==> src/rtl/cdiv_pkg.sv <==
package cdiv_pkg;
  // Counter width needed to hold values 0 .. n-1, at least one bit.
  function automatic int cnt_width(input int n);
    return (n <= 2) ? 1 : $clog2(n);
  endfunction
endpackage

==> src/rtl/cdiv_counter.sv <==
module cdiv_counter #(
  parameter int MODULUS = 5,
  localparam int W = cdiv_pkg::cnt_width(MODULUS)
) (
  input  logic clk,
  input  logic rst,
  input  logic adv,
  output logic at_end
);
  localparam logic [W-1:0] LAST = W'(MODULUS - 1);

  logic [W-1:0] cnt;

  always_ff @(posedge clk) begin
    if (rst)
      cnt <= '0;
    else if (adv)
      cnt <= (cnt == LAST) ? '0 : cnt + W'(1);
  end

  // Terminal decode, qualified by the advance so it marks the wrap cycle.
  assign at_end = adv && (cnt == LAST);
endmodule

==> src/rtl/cdiv_tick_reg.sv <==
module cdiv_tick_reg (
  input  logic clk,
  input  logic rst,
  input  logic d,
  output logic q
);
  always_ff @(posedge clk) begin
    if (rst)
      q <= 1'b0;
    else
      q <= d;
  end
endmodule

==> src/rtl/clkdiv_cascade.sv <==
module clkdiv_cascade #(
  parameter int FAST_DIV = 5,
  parameter int SLOW_DIV = 8
) (
  input  logic clk,
  input  logic rst,
  output logic fast_tick,
  output logic baud_tick
);
  logic fast_end;
  logic carry_q;
  logic slow_end;

  cdiv_counter #(.MODULUS(FAST_DIV)) u_fast (
    .clk    (clk),
    .rst    (rst),
    .adv    (1'b1),
    .at_end (fast_end)
  );

  cdiv_tick_reg u_carry (
    .clk (clk),
    .rst (rst),
    .d   (fast_end),
    .q   (carry_q)
  );

  cdiv_counter #(.MODULUS(SLOW_DIV)) u_slow (
    .clk    (clk),
    .rst    (rst),
    .adv    (carry_q),
    .at_end (slow_end)
  );

  cdiv_tick_reg u_baud (
    .clk (clk),
    .rst (rst),
    .d   (slow_end),
    .q   (baud_tick)
  );

  assign fast_tick = carry_q;
endmodule

==> config.mk <==
export PLATFORM = sky130hd
export DESIGN_NAME = clkdiv_cascade
export DESIGN_NICKNAME = d
export VERILOG_FILES = /design/src/rtl/cdiv_pkg.sv /design/src/rtl/cdiv_counter.sv /design/src/rtl/cdiv_tick_reg.sv /design/src/rtl/clkdiv_cascade.sv
export SDC_FILE = /design/constraint.sdc
export NUM_CORES = 1
export LEC_CHECK = 0
export BUFFER_PORTS_ARGS = -buffer_cell sky130_fd_sc_hd__buf_2
export CELL_PAD_IN_SITES_DETAIL_PLACEMENT = 0
export CELL_PAD_IN_SITES_GLOBAL_PLACEMENT = 1
export CORE_MARGIN = 1.5
export CORE_UTILIZATION = 25
export DETAILED_ROUTE_END_ITERATION = 8
export PLACE_DENSITY = 0.53
export SETUP_SLACK_MARGIN = 0.1
export SYNTH_ARGS = -nofsm -noshare
export SYNTH_HDL_FRONTEND = slang
export SYNTH_SLANG_ARGS = --single-unit
==> constraint.sdc <==
create_clock -name clk -period 4.2 [get_ports clk]
set_clock_uncertainty 0.2 [all_clocks]
set_input_delay 0.42 -clock clk [delete_from_list [all_inputs] [get_ports clk]]
set_output_delay 0.42 -clock clk [all_outputs]
set_load 0.1 [all_outputs]
==> flow_summary.toml, run 1 <==
[outcome]
status = "finished clean"

[setup_path]
max_stage_delay_ns = 0.46
crit_buf_inv = 1
critPathKind = "flip-flop to output port"
cp_data_required_time_ns = 3.58
crit_path_start_kind = "flip-flop"
end_kind = "output port"
cpMaxStageDelayCell = "buf_2"
cp_cell_sequence = "buf_2"
crit_arrival_ns = 1.11
critPathTopFamily = "buffers and inverters"
cp_max_fo = 7

[logic_synthesis]
synthSimpleGateAreaFrac_pct = 23.28
synth_seq_cells = 8
synth_area_leaders = "dfxtp_1 (49%), ha_1 (15%), nand2b_1 (5.7%)"
synthMostInstantiatedCell = "dfxtp_1"
synth_top_family_by_area = "simple AND/OR/NAND/NOR gates"
synth_top_cell_by_area = "dfxtp_1"
synth_compound_area_share_pct = 7.252
synthTopCellsByCount = "dfxtp_1 (8), ha_1 (4), a21oi_1 (3), nand2b_1 (3)"
yosysTopAreaCellShare_pct = 48.85
syn_area_um2 = 327.8
synth_nets = 37
avgSynthCellArea_um2 = 10.57
synth_edf_count = 0
synth-xor-area-share_pct = 0
muxShareOfSynthArea_pct = 3.053
ys_types = 13
async_flop_share_pct = 0
ys_seq_area_share_pct = 48.85
synth_top_flop_cell = "dfxtp_1"
yosysWarnings = 0
syn_inst = 31
synthAdderAreaFrac_pct = 15.27

[placed_design]
port-buffer-count = 3
dp.cells = 48
pre_cts_ws_ns = 2.724
gp_congestion = 0.5816

[grt]
grt_max_degree = 8
grtUsageMet3_pct = 8.671
antenna_found_initial = 0
met1_usage_pct = 8.651
grt_busiest_layer = "met2"
grt_pass1_vias = 229
grt.overflow.total = 0
grt_usage_pct = 9.308
grt_pass1_wl_um = 841
gr-usage-met2_pct = 14.58

[final_layout]
fin_cells = 51
area_delta_synth_final_pct = 16.79
finalCoreUtilization_pct = 33.12
drive_above_1_share_pct = 18.92
antennaDiodeCount = 0
num-nets-final = 45

[timing]
layout_min_cycle_time_ns = 1.731
finalSetupTns_ns = 0
slew_violations = 0
period_share_pct = 41.22
max_slew_margin_pct = 67.53
hold_viol_final = 0
whs_ns = 0.2103
max_freq_mhz = 577.7
tightest_slew_ns = 0.4904
fin_ws_ns = 2.469
rsz0062_at_grt = "no"
setup_viol = 0

[min_path]
hold_path_class = "input port to flip-flop"

[clock_tree]
clkTransAtPathRegs_ns = 0.05
cts_setup_buffers = 0
cts_num_sinks = 8
cts_root_buf = "clkbuf_4"
hold_buffers = 0
cts_inserted_buffers = 3
htreeDepth = 1
ctsResizeCount = 0
cts_tree = "yes"
clk_latency_ns = 0.25
cts_max_path_buffers = 2

[routing]
drc_errors = 0
via_count = 221
postRouteAntennaNets = 0
firstDrtPassIters = 2
wl_um = 464
avgViaCountPerCell = 4.333
first_iter_violations = 4
wl_per_cell_um = 9.098

[flow_run]
drv_cap = 0

[floorplanning]
die_x_um = 39.21
ios = 4
die_area_um2 = 1537
std_cell_rows = 12
die_h_um = 39.21
start_util_pct = 28.35
core-area_um2 = 1156

[power]
vdd_drop_max_uv = 191.5
power_leakage_nw = 0.1685
p_per_area_nw_per_um2 = 389.2
==> area by class of cell <==
cell class	instances	area, µm²
clock buffers	3	22.52
fillers	112	773.2
inverters	2	7.507
multi-input cells	21	160.2
flip-flops and latches	8	160.2
well taps	14	17.52
repair buffers	3	15.01
==> cell families after synthesis <==
kind of cell,after synthesis
multiplexers,1
adder cells (fa/ha/maj),4
flip-flops,8
AND/OR/NAND/NOR,12
AO/OA/AOI/OAI,4
buffers and inverters,2
==> flip-flops by register name (all words and copies together) (netlist names) <==
register	flops
u_slow.cnt	3
u_carry.q	1
u_fast.cnt	3
u_baud.q	1
==> cell usage in the layout, fill, tap and decap left out, types with 2 or more instances in the layout <==
cell type	synthesis	final
a21oi_1	3	3
and2_1	2	2
buf_2	0	3
clkbuf_4	0	3
dfxtp_1	8	8
ha_1	4	4
inv_1	2	2
nand2b_1	3	3
nor2_1	2	2
or3b_1	2	2
==> power breakdown <==
group	leakage [nW]	internal (W)	switching, W
clock network	0.0138	0.0000326	0.0000253
registers	0.0651	0.0000789	0.00000204
logic	0.0896	0.00000443	0.00000572
==> stage by stage <==
step                      total power, W  area, µm²
after global routing           0.0001588      382.9
after global placement        0.00009192      360.3
after detailed placement      0.00009283      360.3
final                          0.0001490      382.9
after floorplan               0.00008935      327.8
after CTS                      0.0001530      382.9
==> final timing paths <==
kind         slack [ns]                         end                       start  cells after the start
max                2.47                   fast_tick        u_carry.q$_SDFF_PP0_                      1
min                0.21  u_slow.cnt[0]$_SDFFE_PP0P_                         rst                      2
max reg2reg        2.72  u_slow.cnt[0]$_SDFFE_PP0P_  u_slow.cnt[0]$_SDFFE_PP0P_                      4
min reg2reg        0.26        u_carry.q$_SDFF_PP0_    u_fast.cnt[2]$_SDFF_PP0_                      2
==> routing by layer <==
layer  part of all wire [%]  up-vias
met5                      0        -
li1                       -      118
met3                    7.1        0
met2                     49        8
met1                     44       95
met4                      0        0
Power figures use the tool's default switching activity.
==> run 2: changes to the inputs <==
- ABC_AREA: unset -> 1
- PLACE_DENSITY: 0.53 -> 0.55
- clock period: 4.2 -> 1.68 ns (I/O delays scaled with it)
==> run 2 against run 1 <==
Routed wire length is 12% higher. Power rose to 2.6 times the previous value. Via count increased by 16%. Final cell count rose by 33%. Setup slack worse by 2.2 ns. Die area grew 4.2%. Global-route usage down 0.99 points. Synthesized cell count increased by 48%. Critical endpoint unchanged.
==> flow_summary.toml, run 2 <==
[clock_tree]
cts_tree = "yes"
htreeDepth = 1
hold_buffers = 1
cts_num_sinks = 8
clk_latency_ns = 0.25
cts_max_path_buffers = 2
cts_root_buf = "clkbuf_4"
ctsResizeCount = 0
cts_inserted_buffers = 3
clkTransAtPathRegs_ns = 0.05
cts_setup_buffers = 0

[logic_synthesis]
yosysTopAreaCellShare_pct = 46.72
ys_seq_area_share_pct = 46.72
synth_area_leaders = "dfxtp_1 (47%), ha_1 (15%), nand2_1 (14%)"
synth_seq_cells = 8
syn_area_um2 = 342.8
synth_edf_count = 0
syn_inst = 46
synthTopCellsByCount = "nand2_1 (13), inv_1 (10), dfxtp_1 (8), nor2_1 (7), ha_1 (4)"
yosysWarnings = 0
ys_types = 9
synth_top_cell_by_area = "dfxtp_1"
synth_nets = 52
synthMostInstantiatedCell = "nand2_1"
synth_top_flop_cell = "dfxtp_1"
async_flop_share_pct = 0
avgSynthCellArea_um2 = 7.453

[routing]
firstDrtPassIters = 2
avgViaCountPerCell = 3.779
wl_um = 521
postRouteAntennaNets = 0
via_count = 257
drc_errors = 0
first_iter_violations = 6
wl_per_cell_um = 7.662

[min_path]
hold_path_class = "flip-flop to flip-flop"
whs_path_depth = 1
hold_end = "u_fast.cnt[0]$_SDFF_PP0_"
min_from = "u_fast.cnt[0]$_SDFF_PP0_"

[timing]
hold_viol_final = 0
rsz0062_at_grt = "no"
period_share_pct = 85.98
setup_viol = 0
fin_ws_ns = 0.2355
max_freq_mhz = 692.3
tightest_slew_ns = 0.4826
slew_violations = 0
finalSetupTns_ns = 0
layout_min_cycle_time_ns = 1.444
max_slew_margin_pct = 68.05
whs_ns = 0.2457

[placed_design]
pre_cts_ws_ns = 0.4470
port-buffer-count = 3
dp.cells = 64
post-dp-hpwl_um = 410.5
gp_congestion = 0.5670

[setup_path]
rr_startpoint = "u_slow.cnt[0]$_SDFFE_PP0P_"
r2r_setup_slack_ns = 0.44
critPathTopFamily = "buffers and inverters"
crit_arrival_ns = 1.08
cp_cell_sequence = "buf_2"
critPathKind = "flip-flop to output port"
end_kind = "output port"
path_depth = 1
rr_worst_depth = 4
crit_buf_inv = 1
cp-startpoint = "u_carry.q$_SDFF_PP0_"
cp_data_required_time_ns = 1.31
cpMaxStageDelayCell = "buf_2"
max_stage_delay_ns = 0.44
crit_path_start_kind = "flip-flop"
cp_max_fo = 7
timing.rr.end = "u_slow.cnt[2]$_SDFFE_PP0P_"

[final_layout]
fin_cells = 68
reg_top3 = "u_fast.cnt (3), u_slow.cnt (3)"
final_common_cell = "nand2_1"
area_delta_synth_final_pct = 19.71
most-common-layout-cells = "nand2_1 (13), inv_1 (10), nor2_1 (7), dfxtp_1 (7), ha_1 (4)"
num-nets-final = 61
drive_above_1_share_pct = 16.98
antennaDiodeCount = 0

[outcome]
status = "finished clean"

[floorplanning]
ios = 4
core-area_um2 = 1285
die_area_um2 = 1602
std_cell_rows = 13
die_h_um = 40.03
start_util_pct = 26.68
die_x_um = 40.03

[flow_run]
drv_cap = 0

[power]
p_per_area_nw_per_um2 = 946.7
switching_share_pct = 23.74
power_leakage_nw = 0.2093
vdd_drop_max_uv = 422.9
switchingPower_w = 0.00009223
intPower_w = 0.0002963
seqPwrFrac_pct = 53.2
clkPwrFrac_pct = 37.3
pwr-share-comb_pct = 9.5

[grt]
grt_pass1_wl_um = 752
antenna_found_initial = 0
grt.overflow.total = 0
grt_usage_pct = 8.314
grt_pass1_vias = 193
grt_max_degree = 8
## run 2: changes by cell type after synthesis, sizes merged, moves of 2 or more
cell | previous run | this run
nor2 | 2 | 8
nand2 | 1 | 13
and2 | 2 | 0
nand2b | 3 | 0
inv | 2 | 11
a21oi | 4 | 1
or3b | 2 | 0
## run 2: worst max path at each step
stage                                       endpoint  slack (ns)
after CTS                                  fast_tick        0.22
after detailed placement  u_slow.cnt[2]$_SDFFE_PP0P_        0.45
final                                      fast_tick        0.24
after global placement    u_slow.cnt[2]$_SDFFE_PP0P_        0.46
after floorplan                            baud_tick        0.40
after global routing                       fast_tick        0.18
## run 2: cell families after synthesis
| group | after synthesis | share of synthesized area (%) |
|---|---|---|
| adders and majority gates | 4 | 14.60 |
| and+or+nand+nor | 21 | 23.73 |
| DFF | 8 | 46.71 |
| AOI/OAI and AO/OA | 2 | 2.917 |
| buffers and inverters | 11 | 12.04 |
## run 2: metal layers
layer / vias up / wire (µm) / GRT usage (%)
met1: 104 / 237 / 8.725
met4: 0 / 0 / 2.586
met2: 5 / 236 / 10.08
met3: 0 / 47 / 10.00
li1: 148 / - / -
met5: - / 0 / 0
## run 2: final cells by class
type	instances	area, µm²
clock buffers	3	22.52
fillers	147	874.6
inverters	11	41.29
multi-input cells	27	141.4
flip-flops and latches	8	161.4
well taps	15	18.77
repair buffers	4	25.02
## run 2: through the flow
step                cell area (µm²)  total power (W)  util [%]
global route                  410.4        0.0004128     31.94
floorplan                     344.1        0.0002380         -
global placement              377.9        0.0002472     29.41
finish                        410.4        0.0003885     31.94
detailed placement            377.9        0.0002468     29.41
CTS                           410.4        0.0003996     31.94
## run 2: power by group through the flow
| stage | combinational (W) | sequential, W | clock [W] |
|---|---|---|---|
| after floorplan | 0.0000239 | 0.000214 | 0 |
| after global placement | 0.0000361 | 0.000211 | 0 |
| after detailed placement | 0.0000357 | 0.000211 | 0 |
| after CTS | 0.0000377 | 0.000207 | 0.000155 |
| after global routing | 0.0000431 | 0.000208 | 0.000162 |
| final | 0.0000369 | 0.000207 | 0.000145 |
==> run 3: changes to the inputs <==
- CORE_AREA: unset -> 2 2 39 41
- CORE_MARGIN: 1.5 -> unset
- CORE_UTILIZATION: 25 -> unset
- DIE_AREA: unset -> 0 0 41 43
- PLACE_DENSITY: 0.55 -> 0.57
==> run 3 against run 2 <==
Sequential share of layout area is 0.12 points lower. Largest power group unchanged. Sequential power barely moved. Power grew 0.51%. Fmax is 0.15% higher. Via count decreased by 1.6%. Worst hold slack got worse by 0.0052 ns. Critical endpoint unchanged. Flip-flop and latch count unchanged. Global-route usage is 0.38 points higher. Non-clock buffer count is the same. Highest routed layer is now met4. Setup slack gained 0.0022 ns. Core utilization is 2.2 points lower.
==> flow_summary.toml, run 3 (synthesis gave the netlist of run 2 again) <==
[clock_tree]
cts_tree = "yes"
hold_buffers = 1
cts_setup_buffers = 0
cts_max_path_buffers = 2
cts_root_buf = "clkbuf_4"
htreeDepth = 1
cts_num_sinks = 8
clkTransAtPathRegs_ns = 0.06
clk_latency_ns = 0.25
ctsResizeCount = 0
cts_inserted_buffers = 3

[min_path]
whs_path_depth = 1
hold_path_class = "flip-flop to flip-flop"

[routing]
wl_met2_um = 225
drc_errors = 0
wl_met1_um = 254
wl_per_cell_um = 7.449
routed-wl-met3_um = 23
top_layer_used = "met4"
avgViaCountPerCell = 3.667
wl_um = 514
postRouteAntennaNets = 0
first_iter_violations = 3
firstDrtPassIters = 2
via_count = 253

[setup_path]
cp_cell_sequence = "buf_2"
rr_worst_depth = 4
crit_path_start_kind = "flip-flop"
cp_max_fo = 7
end_kind = "output port"
path_depth = 1
critPathKind = "flip-flop to output port"
cp_data_required_time_ns = 1.31
max_stage_delay_ns = 0.44
critPathTopFamily = "buffers and inverters"
crit_buf_inv = 1
cpMaxStageDelayCell = "buf_2"
crit_arrival_ns = 1.07

[floorplanning]
die_h_um = 43
start_util_pct = 24.77
core-area_um2 = 1384
std_cell_rows = 14
ios = 4
die_x_um = 41
die_area_um2 = 1763

[power]
vdd_drop_max_uv = 368.7
p_per_area_nw_per_um2 = 948.7
power_leakage_nw = 0.2093

[final_layout]
most-common-layout-cells = "nand2_1 (13), inv_1 (10), nor2_1 (7), dfxtp_1 (7), ha_1 (4)"
final_common_cell = "nand2_1"
drive_above_1_share_pct = 16.98
antennaDiodeCount = 0
num-nets-final = 61
nFillCells = 154
final_area_um2 = 411.6
reg_top3 = "u_fast.cnt (3), u_slow.cnt (3)"
area_delta_synth_final_pct = 20.07

[timing]
rsz0062_at_grt = "no"
setup_viol = 0
layout_min_cycle_time_ns = 1.442
max_slew_margin_pct = 68.01
finalSetupTns_ns = 0
slew_violations = 0
hold_viol_final = 0
max_freq_mhz = 693.4
tightest_slew_ns = 0.4831
period_share_pct = 85.85

[placed_design]
place_area_um2 = 379.1
post-dp-hpwl_um = 411.3
port-buffer-count = 3
gp_congestion = 0.6167

[flow_run]
drv_cap = 0

[grt]
grt.overflow.total = 0
antenna_found_initial = 0
grt_usage_pct = 8.696
grt_pass1_vias = 244
grt_pass1_wl_um = 952
grt_max_degree = 8

[outcome]
status = "finished clean"
[run 3: path summary, 6_finish.rpt]
check,from,to,slack [ns]
setup / recovery,u_carry.q$_SDFF_PP0_,fast_tick,0.24
setup reg to reg,u_slow.cnt[0]$_SDFFE_PP0P_,u_slow.cnt[2]$_SDFFE_PP0P_,0.45
hold reg to reg,u_fast.cnt[0]$_SDFF_PP0_,u_fast.cnt[0]$_SDFF_PP0_,0.24
hold / removal,u_fast.cnt[0]$_SDFF_PP0_,u_fast.cnt[0]$_SDFF_PP0_,0.24
[run 3: worst register-to-register path, stage by stage, from the launching register on]
cell,delay (ns)
dfxtp_1,0.32
ha_1,0.20
ha_1,0.26
nor2_1,0.10
nor2_1,0.05
[run 3: power by group]
part           total (W)  internal [W]  switching [W]
logic          0.0000359     0.0000142      0.0000217
clock network   0.000148     0.0000818      0.0000661
registers       0.000207      0.000200     0.00000656
total           0.000391      0.000296      0.0000944
[run 3: metal layers]
| metal | vias up | track usage, % |
|---|---|---|
| li1 | 147 | - |
| met1 | 101 | 10.20 |
| met2 | 3 | 10.63 |
| met5 | - | 0 |
| met3 | 2 | 3.141 |
| met4 | 0 | 10.00 |
[run 3: layout make-up]
class / count / area (µm²) / area share, %
inverter: 11 / 41.29 / 10.03
multi-input combinational: 27 / 141.4 / 34.35
timing repair buffer: 4 / 25.02 / 6.079
sequential: 8 / 161.4 / 39.21
tap: 16 / 20.02 / 4.863
clock buffer: 3 / 22.52 / 5.471
[run 3: per-stage QoR]
stage	utilization, %	setup WS (ns)	instances	hold WS (ns)	total power, W
2_1_floorplan	-	0.4030	46	0.03297	0.0002380
3_3_place_gp	27.40	0.4574	65	0.1641	0.0002466
3_5_place_dp	27.40	0.4526	65	0.1655	0.0002460
4_1_cts	29.75	0.2236	69	0.2464	0.0004003
5_1_grt	29.75	0.2052	69	0.2654	0.0004199
6_report	29.75	0.2378	69	0.2405	0.0003905
